===== src/rtl/tach_pkg.sv =====
package tach_pkg;
  localparam int unsigned NUM_CH    = 4;
  localparam int unsigned BYTE_W    = 8;
  localparam int unsigned CNT_W     = 2 * BYTE_W;
  localparam int unsigned ADDR_W    = 8;
  localparam logic [7:0]  BASE_ADDR = 8'h28;

  typedef enum logic {
    REL_ON_LOW  = 1'b0,
    REL_ON_READ = 1'b1
  } rel_mode_e;
endpackage


===== src/rtl/tach_addr_dec.sv =====
module tach_addr_dec #(
  parameter int unsigned  ADDR_W    = 8,
  parameter int unsigned  NUM_CH    = 4,
  parameter logic [ADDR_W-1:0] BASE = '0,
  localparam int unsigned CH_W      = (NUM_CH > 1) ? $clog2(NUM_CH) : 1
) (
  input  logic [ADDR_W-1:0] addr_i,
  output logic              hit_o,
  output logic              hi_o,
  output logic [CH_W-1:0]   ch_o
);
  logic [ADDR_W-1:0] off;

  // addresses below BASE wrap to large offsets and miss
  assign off   = addr_i - BASE;
  assign hit_o = off < ADDR_W'(2 * NUM_CH);
  assign hi_o  = off[0];
  assign ch_o  = CH_W'(off >> 1);
endmodule


===== src/rtl/tach_hold_ch.sv =====
module tach_hold_ch #(
  parameter int unsigned BYTE_W = 8
) (
  input  logic              clk_i,
  input  logic              rst_ni,
  input  logic              mode_i,
  input  logic              lo_rd_i,
  input  logic              hi_rd_i,
  input  logic [BYTE_W-1:0] hi_live_i,
  output logic [BYTE_W-1:0] hi_o
);
  logic [BYTE_W-1:0] hold_q;
  logic              pend_q;

  always_ff @(posedge clk_i or negedge rst_ni) begin
    if (!rst_ni) begin
      hold_q <= '0;
      pend_q <= 1'b0;
    end else if (lo_rd_i) begin
      hold_q <= hi_live_i;
      pend_q <= 1'b1;
    end else if (hi_rd_i && mode_i) begin
      pend_q <= 1'b0;
    end
  end

  assign hi_o = pend_q ? hold_q : hi_live_i;
endmodule


===== src/rtl/tach_pair_latch.sv =====
module tach_pair_latch
  import tach_pkg::*;
#(
  parameter int unsigned     N_CH   = NUM_CH,
  parameter int unsigned     BW     = BYTE_W,
  parameter int unsigned     AW     = ADDR_W,
  parameter logic [AW-1:0]   BASE   = AW'(BASE_ADDR),
  localparam int unsigned    CW     = 2 * BW,
  localparam int unsigned    CH_W   = (N_CH > 1) ? $clog2(N_CH) : 1
) (
  input  logic             clk_i,
  input  logic             rst_ni,
  input  logic             mode_i,
  input  logic [N_CH*CW-1:0] cnt_i,
  input  logic             rd_i,
  input  logic [AW-1:0]    addr_i,
  output logic [BW-1:0]    rdata_o
);
  logic            hit, hi;
  logic [CH_W-1:0] ch;
  logic [BW-1:0]   lo_byte [N_CH];
  logic [BW-1:0]   hi_byte [N_CH];
  logic [BW-1:0]   rdata_d;

  tach_addr_dec #(.ADDR_W(AW), .NUM_CH(N_CH), .BASE(BASE)) u_dec (
    .addr_i (addr_i),
    .hit_o  (hit),
    .hi_o   (hi),
    .ch_o   (ch)
  );

  for (genvar k = 0; k < N_CH; k++) begin : g_ch
    logic sel;
    assign sel        = rd_i && hit && (ch == CH_W'(k));
    assign lo_byte[k] = cnt_i[k*CW +: BW];

    tach_hold_ch #(.BYTE_W(BW)) u_hold (
      .clk_i     (clk_i),
      .rst_ni    (rst_ni),
      .mode_i    (mode_i),
      .lo_rd_i   (sel && !hi),
      .hi_rd_i   (sel && hi),
      .hi_live_i (cnt_i[k*CW+BW +: BW]),
      .hi_o      (hi_byte[k])
    );
  end

  always_comb begin
    rdata_d = '0;
    if (hit) rdata_d = hi ? hi_byte[ch] : lo_byte[ch];
  end

  always_ff @(posedge clk_i or negedge rst_ni) begin
    if (!rst_ni)   rdata_o <= '0;
    else if (rd_i) rdata_o <= rdata_d;
  end
endmodule


===== config.mk =====
export PLATFORM = sky130hd
export DESIGN_NAME = tach_pair_latch
export DESIGN_NICKNAME = d
export VERILOG_FILES = /design/src/rtl/tach_pkg.sv /design/src/rtl/tach_addr_dec.sv /design/src/rtl/tach_hold_ch.sv /design/src/rtl/tach_pair_latch.sv
export SDC_FILE = /design/constraint.sdc
export NUM_CORES = 1
export LEC_CHECK = 0
export BUFFER_PORTS_ARGS = -buffer_cell sky130_fd_sc_hd__buf_2
export CAP_MARGIN = 20
export CORE_MARGIN = 3
export CORE_UTILIZATION = 36
export CTS_CLUSTER_SIZE = 12
export DETAILED_ROUTE_END_ITERATION = 7
export PLACE_DENSITY = 0.61
export REMOVE_ABC_BUFFERS = 1
export SYNTH_ARGS = -nofsm -noshare
export SYNTH_HDL_FRONTEND = slang
export SYNTH_SLANG_ARGS = --single-unit

===== constraint.sdc =====
create_clock -name clk_i -period 1.7 [get_ports clk_i]
set_clock_uncertainty 0.05 [all_clocks]
set_input_delay 0.34 -clock clk_i [delete_from_list [all_inputs] [get_ports clk_i]]
set_output_delay 0.34 -clock clk_i [all_outputs]
set_load 0.02 [all_outputs]

# ---- Word-level counts from Yosys, hierarchy flattened
# Cells that the tools add are included.
dict set report totals {
  reg_bits 44
  out_inout_bits 8
  elab_cells 59
}
dict set report classes {
  addsub 1
  magnitude_cmp 2
  eq_ne 3
  mux 20
  bitwise_logic 1
  reduce_logical 23
}
# operator n
set op_table {}
lappend op_table {{2-to-1 mux 8 bit} 10}
lappend op_table {{binary-select mux 8 bit (select 2 bit)} 2}
lappend op_table {{logical AND 1 bit} 17}
lappend op_table {{< comparator 8 x 4 -> 1 bit, second input constant} 1}
lappend op_table {{2-to-1 mux 1 bit} 8}
lappend op_table {{nonzero test 2 bit} 4}
lappend op_table {{subtractor 8 x 6 -> 8 bit, second input constant} 1}
lappend op_table {{equality test 2 bit, second input constant} 2}
lappend op_table {{>= comparator 3 bit, second input constant} 1}
lappend op_table {{inverter 2 -> 3 bit} 1}
lappend op_table {{equality test 2 x 1 -> 1 bit, second input constant} 1}
lappend op_table {{zero test 2 bit} 1}
lappend op_table {{zero test 1 bit} 1}

# ---- Depth between registers and ports, before layout
# Gate-level depths: netlist of the first run.
dict set report logic_depth {
  ltp_word 8
  ltp_mapped 7
}

# ---- Modules after synthesis
# A second synthesis of the first run with hierarchy kept.
dict set report hier_totals {
  cells_unflattened 218
  area_unflattened_um2 2995.4
}
# module instances cells_each area_per_inst_um2 seq_area_each_um2
set modules_own_cells {}
lappend modules_own_cells {tach_hold_ch 4 29 500.5 225.2}
lappend modules_own_cells {tach_pair_latch 1 92 918.4 200.2}
lappend modules_own_cells {tach_addr_dec 1 10 75.1 0.0}

# ---- Worst setup path before layout of the first run
# No wires, ideal clock.
dict set report synth_timing {
  path_type {input -> register}
  start {in addr_i[3]}
  end {reg g_ch[0].u_hold.hold_q[0]}
  arrival_ps 1772
  slack_ps -247
  path_stages 7
  cell_sequence {inv_1 ha_1 nor3b_1 o21ai_2 or4_1 buf_4 mux2_4}
}
dict set report synth_via {
  elab_chain_len 5
}
# item line
set synth_rtl {}
lappend synth_rtl {{start: declaration} tach_pair_latch.sv:16} ;# input logic [AW-1:0] addr_i,
lappend synth_rtl {{subtractor 8 x 6 -> 8 bit} tach_addr_dec.sv:15} ;# assign off = addr_i - BASE;
lappend synth_rtl {{< comparator 8 x 4 -> 1 bit} tach_addr_dec.sv:16} ;# assign hit_o = off < ADDR_W'(2 * NUM_CH);
lappend synth_rtl {{logical AND 1 bit (2 in a row)} tach_pair_latch.sv:34} ;# assign sel = rd_i && hit && (ch == CH_W'(k));
lappend synth_rtl {{logical AND 1 bit} tach_pair_latch.sv:41} ;# .lo_rd_i (sel && !hi),
lappend synth_rtl {{end signal: assignment} tach_hold_ch.sv:20} ;# hold_q <= hi_live_i;
lappend synth_rtl {{end: declaration} tach_hold_ch.sv:12} ;# logic [BYTE_W-1:0] hold_q;
# Every way passes these cells.
# A chain may end at the register's enable or synchronous reset.

# ---- Worst setup path after layout of the first run
dict set report layout_timing {
  start {in addr_i[4]}
  end {reg g_ch[0].u_hold.hold_q[4]}
}
# The elaborated chain is that of the path after synthesis.

==> results of run 1 <==
## logic make-up after synthesis
logic type / Yosys count / share of synthesized area [%]
fa+ha+maj: 1 / 0.4870
flops: 44 / 42.86
mux: 79 / 40.82
compound gates: 21 / 5.845
buf+inv: 25 / 4.578
simple gates: 26 / 5.407
## worst max-delay path, cell delays in order
cell     delay (ps)
buf_6            80
inv_4            30
ha_4            240
and4b_1         220
o21ai_4          90
or4_4           440
buf_6           160
mux2_4          290
## registers in the layout (all words and copies together) (netlist names)
register and flops:
g_ch.u_hold.pend_q 4, rdata_o 8, g_ch.u_hold.hold_q 32
## metrics by stage
step / std cells / cell area (um2) / TNS (ps)
floorplan: 182 / 2492 / -10330
global placement: 387 / 3273 / -11770
detailed placement: 387 / 3273 / -13060
CTS: 400 / 3497 / -298.4
global route: 402 / 3543 / -907.4
finish: 402 / 3543 / -402.8
## report_power, final
group / switching (mW) / leakage (nW) / internal [mW]
registers: 0.0382 / 0.606 / 1.10
clock network: 0.388 / 0.0614 / 0.481
logic: 0.214 / 1.06 / 0.303
total: 0.640 / 1.72 / 1.88
## synth_stat cells, drive strengths merged
| cell type | count |
|---|---|
| dfrtp | 44 |
| mux2 | 32 |
| mux2i | 32 |
| mux4 | 15 |
| inv | 11 |
| buf | 10 |
| nor2 | 10 |
| o21ai | 9 |
| a211o | 7 |
| clkbuf | 4 |
| nand2 | 4 |
| or3 | 3 |
| nand2b | 2 |
| nor3 | 2 |
| o31ai | 2 |
| a21o | 1 |
| and3b | 1 |
| and4b | 1 |
| ha | 1 |
| nor3b | 1 |
| nor4 | 1 |
| o32ai | 1 |
| o41ai | 1 |
| or4 | 1 |
## path summary, 6_finish.rpt
check / from / endpoint / cells past startpoint
max: addr_i[4] / g_ch[0].u_hold.hold_q[4] / 8
min: cnt_i[46] / g_ch[2].u_hold.hold_q[6] / 2
max reg2reg: g_ch[2].u_hold.pend_q / rdata_o[5] / 5
min reg2reg: g_ch[1].u_hold.hold_q[5] / g_ch[1].u_hold.hold_q[5] / 1
max in group asynchronous: rst_ni / g_ch[1].u_hold.hold_q[6] / 3
min in group asynchronous: rst_ni / rdata_o[6] / 2
## metal layers
layer  GRT usage [%]  part of all wire, %  wire length (um)  vias to the layer above
li1                -                    -                 -                      946
met1           22.95                   45              2923                      989
met2           26.62                   50              3206                       43
met3           3.583                  4.3               279                        7
met4           3.061                 0.79                51                        0
met5               0                    0                 0                        -
## cells in the final DEF (no fill, tap or decap), types with 2 or more instances in the layout
cell type and count:
nand2_1 4, inv_1 9, mux2_4 8, nor2_1 10, mux2i_1 29, mux2_2 24, mux4_2 15, or3_1 3
buf_6 4, buf_4 25, inv_4 2, nand2b_1 2, mux2i_2 3, buf_12 4, buf_2 81, clkbuf_8 6
dfrtp_1 43, o31ai_1 2, a211o_1 7, o21ai_0 3, o21ai_1 5
## what timing repair did
| item | 4_1_cts | 5_1_grt |
|---|---|---|
| hold buffers | 1 | 0 |
| gates cloned | 1 | 0 |
| endpoints found under the setup margin | 31 | 30 |
| hold endpoints to repair | 17 | 0 |
| buffers inserted | 3 | 2 |
| gates resized for setup | 16 | 11 |
| pin swaps | 3 | 3 |
## layout make-up
class,instances,area (um2),share of cell area [%]
timing repair buffer,116,743.2,20.97
sequential,44,1102,31.11
inverter,11,46.29,1.306
clock inverter,2,38.79,1.095
tap,96,120.1,3.390
clock buffer,6,82.58,2.331
multi-input combinational,127,1410,39.80
==> impl_metrics.env, run 1 <==
export IMPL_cellPowerDensity_nw_per_um2=712.2
export IMPL_port_buffers=83
export IMPL_drive_above_1_share_pct=59.80
export IMPL_die_y_um=90.47
export IMPL_yosys_warnings=0
export IMPL_grt_max_degree=28
export IMPL_grtUsageTotal_pct=16.47
export IMPL_fmax_mhz=570.0
export IMPL_via_per_inst=4.938
export IMPL_synth_seq_cells=44
export IMPL_root_buffer="clkbuf_8"
export IMPL_htree_levels=2
export IMPL_netlist_area_um2=2569
export IMPL_worst_pin_slew_ps=454.7
export IMPL_cts_sinks=44
export IMPL_status="finished, violations left"
export IMPL_violations="setup timing"
export IMPL_min_path_type="in -> reg"
export IMPL_place_hpwl_um=5091
export IMPL_crit_type="in -> reg"
export IMPL_maxCapViolCount=0
export IMPL_final_max_slew_viol_count=0
export IMPL_cts_clk_slew_worst_paths_ps=90
export IMPL_cts_buffers_inserted=5
export IMPL_fp_dieW_um=90.47
export IMPL_final_nets=382
export IMPL_io_pins=84
export IMPL_clkLatencyLatePin_ps=300
export IMPL_antenna_found_initial=0
export IMPL_grt_pass1_vias=2080
export IMPL_syn_area_per_cell_um2=13.11
export IMPL_n_antenna_cell=0
export IMPL_drc=0
export IMPL_die_area_um2=8185
export IMPL_cts_tree="built"
export IMPL_hold_viol=0
export IMPL_fill_cells=626
export IMPL_setup_viol=9
export IMPL_rsz0062_at_grt="yes"
export IMPL_row_count=30
export IMPL_yosysTopAreaCell="dfrtp_1"
export IMPL_fin_hold_ws_ps=226.9
export IMPL_cts_path_max_buffers=2
export IMPL_ys_seq_area_share_pct=42.86
export IMPL_finalCritPeriodShare_pct=103.2
export IMPL_dr_pass1_iters=4
export IMPL_coreArea_um2=6869
export IMPL_post_route_util_pct=51.58
export IMPL_syn_to_final_growth_pct=37.94
export IMPL_grt_overflow=0
export IMPL_setup_ws_ps=-54.46
export IMPL_power_mw=2.524
export IMPL_ys_types=29
export IMPL_arrival_ps=1890
export IMPL_relSlewSlack_pct=69.69
export IMPL_synthCells=196
export IMPL_crit_fanout=5
export IMPL_finalCriticalPeriod_ps=1754
export IMPL_start_kind="input port"
export IMPL_drtIter0Drc=169
export IMPL_ant_nets=0
export IMPL_synth_top_cells_by_area="dfrtp_1 43%, mux4_2 13%, mux2i_1 12%"
export IMPL_crit_required_ps=1830
export IMPL_vias=1985
export IMPL_r2r_slack_ps=-20
export IMPL_start_util_pct=37.40
export IMPL_wl_per_cell_um=16.07
export IMPL_wl_um=6460
export IMPL_p_leak_nw=1.725
export IMPL_synth_top_cell_area_share_pct=42.86
export IMPL_routabilityCongestion=0.7598
export IMPL_grt_pass1_wl_um=10560
export IMPL_ir_worst_vdd_uv=462.9
export IMPL_dp_worst_setup_slack_ps=-440.9
export IMPL_cp_end_kind="register"
(Power assumes the default switching activity.)
==> run 2, diff against run 1 <==
- BUFFER_PORTS_ARGS: -buffer_cell sky130_fd_sc_hd__buf_2 -> -buffer_cell sky130_fd_sc_hd__buf_4
==> run 2 against run 1 <==
Against the previous run:
- the flow finishes with violations (hold timing, setup timing)
- first-iteration DRC count down 38%
- final cell count down 0.75%
- clock power down 27%
- via count down 1.7%
- design area up 4.4%
- sequential cell count unchanged
- routed wire length up 0.84%
- sequential power about the same
- core utilization up 2.3 points
- count of clock-buffer cells in the layout unchanged
- register-to-register slack better by 30 ps
- sequential share of layout area down 1.3 points
- critical path type unchanged
- largest power group unchanged
- highest routed layer unchanged
==> impl_metrics.env, run 2 (same netlist as run 1, synthesis figures left out) <==
export IMPL_drc=0
export IMPL_grt_use_met2_pct=28.04
export IMPL_clkLatencyLatePin_ps=300
export IMPL_dp_worst_setup_slack_ps=-439.1
export IMPL_post_route_util_pct=53.88
export IMPL_r2r_slack_ps=10
export IMPL_finalCriticalPeriod_ps=1750
export IMPL_grt_max_degree=45
export IMPL_mostFrequentLayoutCell="buf_4"
export IMPL_die_area_um2=8185
export IMPL_grtUsageMet3_pct=3.167
export IMPL_r2r_start="g_ch[0].u_hold.pend_q"
export IMPL_final_nets=380
export IMPL_grt_pass1_vias=2128
export IMPL_arrival_ps=1890
export IMPL_wl_per_cell_um=16.33
export IMPL_via_per_inst=4.892
export IMPL_top_register="g_ch.u_hold.hold_q"
export IMPL_routabilityCongestion=0.7591
export IMPL_syn_to_final_growth_pct=44.08
export IMPL_fp_dieW_um=90.47
export IMPL_fmax_mhz=571.3
export IMPL_place_hpwl_um=5082
export IMPL_p_leak_nw=1.769
export IMPL_coreArea_um2=6869
export IMPL_cts_sinks=44
export IMPL_crit_fanout=6
export IMPL_grt_overflow=0
export IMPL_io_pins=84
export IMPL_setup_worst_path_end="g_ch[0].u_hold.hold_q[5]"
export IMPL_min_path_type="in -> async"
export IMPL_violations="hold timing, setup timing"
export IMPL_dpl_cell_area_um2=3496
export IMPL_setup_tns_ps=-337.8
export IMPL_grt_busiest_layer="met2"
export IMPL_instances_no_fill=399
export IMPL_crit_slowest_cell="or4_4"
export IMPL_crit_chain="buf_6 -> inv_4 -> ha_4 -> and4b_1 -> o21ai_4 -> or4_4 -> buf_6 -> mux2_4"
export IMPL_grt_pass1_wl_um=10680
export IMPL_die_y_um=90.47
export IMPL_drtIter0Drc=104
export IMPL_relSlewSlack_pct=60.69
export IMPL_cts_clk_slew_worst_paths_ps=80
export IMPL_fin_hold_ws_ps=-12.62
export IMPL_htree_levels=2
export IMPL_wl_um=6514
export IMPL_port_buffers=83
export IMPL_antenna_found_initial=0
export IMPL_vias=1952
export IMPL_slowest_delay_ps=440
export IMPL_ir_worst_vdd_uv=419.7
export IMPL_finalCritPeriodShare_pct=103.0
export IMPL_cp_end_kind="register"
export IMPL_start_kind="input port"
export IMPL_setup_viol=8
export IMPL_dr_pass1_iters=4
export IMPL_fill_cells=633
export IMPL_ant_nets=0
export IMPL_cts_tree="built"
export IMPL_r2r_end="rdata_o[4]"
export IMPL_cts_buffers_inserted=5
export IMPL_row_count=30
export IMPL_path_common_cell="buf_6"
export IMPL_most_common_layout_cells="103 x buf_4, 42 x dfrtp_1, 27 x mux2i_1, 24 x mux2_2, 15 x mux4_2"
export IMPL_placedCellCount=389
export IMPL_status="finished, violations left"
export IMPL_final_max_slew_viol_count=0
export IMPL_root_buffer="clkbuf_8"
export IMPL_cellPowerDensity_nw_per_um2=635.8
export IMPL_grtUsageTotal_pct=16.67
export IMPL_gr_usage_met1_pct=22.38
export IMPL_crit_required_ps=1840
export IMPL_cts_path_max_buffers=2
export IMPL_rsz0062_at_grt="yes"
export IMPL_holdBufCountCts=0
export IMPL_hold_viol=16
export IMPL_maxCapViolCount=0
export IMPL_setup_ws_ps=-50.44
export IMPL_crit_type="in -> reg"
export IMPL_startpoint="addr_i[4]"
export IMPL_top_regs="g_ch.u_hold.hold_q: 32 flops, rdata_o: 8 flops, g_ch.u_hold.pend_q: 4 flops"
export IMPL_worst_pin_slew_ps=589.7
export IMPL_postLayoutCellArea_um2=3701
export IMPL_n_antenna_cell=0
export IMPL_start_util_pct=37.40
export IMPL_drive_above_1_share_pct=59.74
export IMPL_largest_reg_flops=32
export IMPL_r2r_cells=5
-- run 2: changes by cell type in the layout (fill, tap and decap cells not counted), moves of 2 or more --
cell / before / now
mux2i_1: 29 / 27
buf_4: 25 / 103
mux2i_2: 3 / 5
buf_2: 81 / 0
-- run 2: layout make-up --
cell class,instances,area (um2),share of cell area [%]
tap,96,120.1,3.245
clock buffer,6,72.57,1.961
inverter,11,46.29,1.251
multi-input combinational,127,1404,37.93
timing repair buffer,114,949.7,25.66
clock inverter,1,5.005,0.1352
sequential,44,1104,29.82
-- run 2: through the flow --
step | hold slack, ps | power [mW]
finish | -12.62 | 2.353
CTS | 6.177 | 2.359
global placement | 334.0 | 1.699
detailed placement | 331.7 | 1.708
floorplan | -5.591 | 1.383
global route | 26.67 | 2.470
-- run 2: per-layer routing --
metal	part of all wire [%]	vias up
met1	46	966
met4	0.86	0
met5	0	-
met3	3.7	8
met2	49	41
li1	-	937
-- run 2: what timing repair did --
item	4_1_cts	5_1_grt
cloned	1	1
setup buffers	1	0
pin swaps	3	5
hold endpoints to repair	0	0
resized for setup	16	13
setup endpoints to repair	31	31
-- run 2: how the worst min path moves through the flow --
stage               cells after the start  slack (ps)                        to    from
floorplan                               0          -6  g_ch[0].u_hold.hold_q[0]  rst_ni
global placement                        1         330  g_ch[2].u_hold.hold_q[3]  rst_ni
detailed placement                      1         330  g_ch[2].u_hold.hold_q[1]  rst_ni
CTS                                     1           6  g_ch[2].u_hold.hold_q[1]  rst_ni
global route                            1          30  g_ch[2].u_hold.hold_q[3]  rst_ni
finish                                  1         -10  g_ch[2].u_hold.hold_q[3]  rst_ni
-- run 2: worst max-delay path: cells and delay by family --
kind / cells / cell delay [ps]
adders and majority gates: 1 / 240
buffers and inverters: 3 / 260
AOI/OAI and AO/OA: 1 / 90
muxes: 1 / 290
and+or+nand+nor: 2 / 660
-- run 2: where the power goes --
group,internal [mW],switching (mW),total (mW),leakage [nW]
registers,1.10,0.0413,1.14,0.604
clock network,0.280,0.357,0.637,0.0410
logic,0.360,0.215,0.575,1.12
total,1.74,0.613,2.35,1.77
==> run 3, diff against run 2 <==
- CORE_UTILIZATION: 36 -> 35
- PLACE_DENSITY: 0.61 -> 0.6
==> run 3 against run 2 <==
Against the previous run:
- the run still ends with hold timing, setup timing left
- die area grew 2.7%
- first-iteration DRC count shrank 27%
- clock power grew 7.1%
- count of clock-buffer cells in the layout grew 1
==> impl_metrics.env, run 3 (same netlist as run 1, synthesis figures left out) <==
export IMPL_min_path_type="in -> async"
export IMPL_cts_tree="built"
export IMPL_ir_worst_vdd_uv=388.1
export IMPL_root_buffer="clkbuf_8"
export IMPL_vias=1972
export IMPL_r2r_start="g_ch[2].u_hold.pend_q"
export IMPL_die_y_um=91.67
export IMPL_mostFrequentLayoutCell="buf_4"
export IMPL_wl_per_cell_um=16.25
export IMPL_setup_viol=8
export IMPL_crit_fanout=7
export IMPL_htree_levels=2
export IMPL_drtIter0Drc=76
export IMPL_r2r_end="rdata_o[0]"
export IMPL_wl_met2_um=3277
export IMPL_p_leak_nw=1.787
export IMPL_crit_type="in -> reg"
export IMPL_finalCriticalPeriod_ps=1780
export IMPL_slowest_delay_ps=450
export IMPL_cts_path_max_buffers=2
export IMPL_cellPowerDensity_nw_per_um2=645.9
export IMPL_top_register="g_ch.u_hold.hold_q"
export IMPL_io_pins=84
export IMPL_port_buffers=83
export IMPL_routabilityCongestion=0.7731
export IMPL_wl_um=6534
export IMPL_ant_nets=0
export IMPL_syn_to_final_growth_pct=45.01
export IMPL_maxCapViolCount=0
export IMPL_grt_max_degree=45
export IMPL_finalCritPeriodShare_pct=104.7
export IMPL_crit_required_ps=1830
export IMPL_fin_hold_ws_ps=-18.97
export IMPL_cts_buffers_inserted=5
export IMPL_drive_above_1_share_pct=61.11
export IMPL_cts_sinks=44
export IMPL_start_util_pct=36.99
export IMPL_arrival_ps=1910
export IMPL_fill_cells=617
export IMPL_path_common_cell="buf_6"
export IMPL_most_common_layout_cells="100 x buf_4, 43 x dfrtp_1, 25 x mux2i_1, 24 x mux2_2, 15 x mux4_2"
export IMPL_setup_ws_ps=-79.80
export IMPL_drc=0
export IMPL_met3_length_um=405
export IMPL_r2r_cells=5
export IMPL_status="finished, violations left"
export IMPL_r2r_slack_ps=10
export IMPL_worst_pin_slew_ps=561.9
export IMPL_final_nets=382
export IMPL_grt_pass1_vias=1998
export IMPL_cts_clk_slew_worst_paths_ps=80
export IMPL_coreArea_um2=6944
export IMPL_power_mw=2.406
export IMPL_fmax_mhz=561.9
export IMPL_top_layer="met4"
export IMPL_top_regs="g_ch.u_hold.hold_q: 32 flops, rdata_o: 8 flops, g_ch.u_hold.pend_q: 4 flops"
export IMPL_place_hpwl_um=5135
export IMPL_dr_pass1_iters=6
export IMPL_crit_chain="buf_6 -> inv_4 -> ha_4 -> and4b_1 -> o21ai_4 -> or4_4 -> buf_6 -> mux2_4"
export IMPL_antenna_found_initial=0
export IMPL_grt_pass1_wl_um=10560
export IMPL_start_kind="input port"
export IMPL_hold_viol=42
export IMPL_die_area_um2=8403
export IMPL_final_max_slew_viol_count=0
export IMPL_crit_slowest_cell="or4_4"
export IMPL_placedCellCount=389
export IMPL_n_antenna_cell=0
export IMPL_rsz0062_at_grt="yes"
export IMPL_wl_met1_um=2806
export IMPL_via_per_inst=4.905
export IMPL_violations="hold timing, setup timing"
export IMPL_startpoint="addr_i[4]"
export IMPL_relSlewSlack_pct=62.54
export IMPL_holdBufCountCts=0
export IMPL_cp_end_kind="register"
export IMPL_instances_no_fill=402
export IMPL_grtUsageTotal_pct=16.09
export IMPL_fp_dieW_um=91.67
export IMPL_clkLatencyLatePin_ps=290
export IMPL_row_count=30
export IMPL_grt_overflow=0
export IMPL_largest_reg_flops=32
run 3: worst max-delay path by stage:
stage                               end  cells after the start
2_1_floorplan  g_ch[0].u_hold.hold_q[0]                      6
3_3_place_gp   g_ch[0].u_hold.hold_q[0]                      8
3_5_place_dp   g_ch[0].u_hold.hold_q[3]                      8
4_1_cts        g_ch[0].u_hold.hold_q[6]                      8
5_1_grt        g_ch[0].u_hold.hold_q[4]                      8
6_report       g_ch[0].u_hold.hold_q[4]                      8
run 3: power by group:
part	total, mW	internal, mW	switching (mW)
combinational	0.592	0.365	0.226
sequential	1.13	1.10	0.0331
clock	0.682	0.330	0.351
total	2.41	1.79	0.611
run 3: per-stage QoR:
stage               setup TNS, ps  utilization [%]  setup slack, ps  area (um2)
finish                     -573.2            53.64           -79.80        3725
global placement           -11350            49.80           -396.3        3458
global route                -1240            53.64           -124.4        3725
CTS                        -486.6            52.77           -71.21        3665
detailed placement         -13780            49.80           -479.2        3458
floorplan                  -10330                -           -447.0        2492
run 3: critical path, delay by kind of cell:
family / cells / cell delay (ps)
compound gates: 1 / 100
fa+ha+maj: 1 / 240
simple gates: 2 / 680
mux: 1 / 290
buf+inv: 3 / 270
run 3: area by class of cell:
class | instances | area [um2] | share of cell area (%)
tap | 96 | 120.1 | 3.225
clock buffer | 7 | 86.33 | 2.318
multi-input combinational | 127 | 1419 | 38.09
clock inverter | 1 | 7.507 | 0.2015
sequential | 44 | 1102 | 29.59
inverter | 11 | 46.29 | 1.243
timing repair buffer | 116 | 943.4 | 25.33
run 3: what timing repair did:
action / in CTS / in global routing
resized for setup: 24 / 19
setup buffers: 2 / 2
endpoints found under the setup margin: 37 / 39
pin swaps: 2 / 6
hold endpoints to repair: 0 / 0
cloned: 1 / 0
run 3: per-layer routing:
metal,up-vias,GRT usage [%]
li1,949,-
met1,971,22.32
met2,48,26.11
met3,4,3.281
met4,0,3.392
met5,-,0
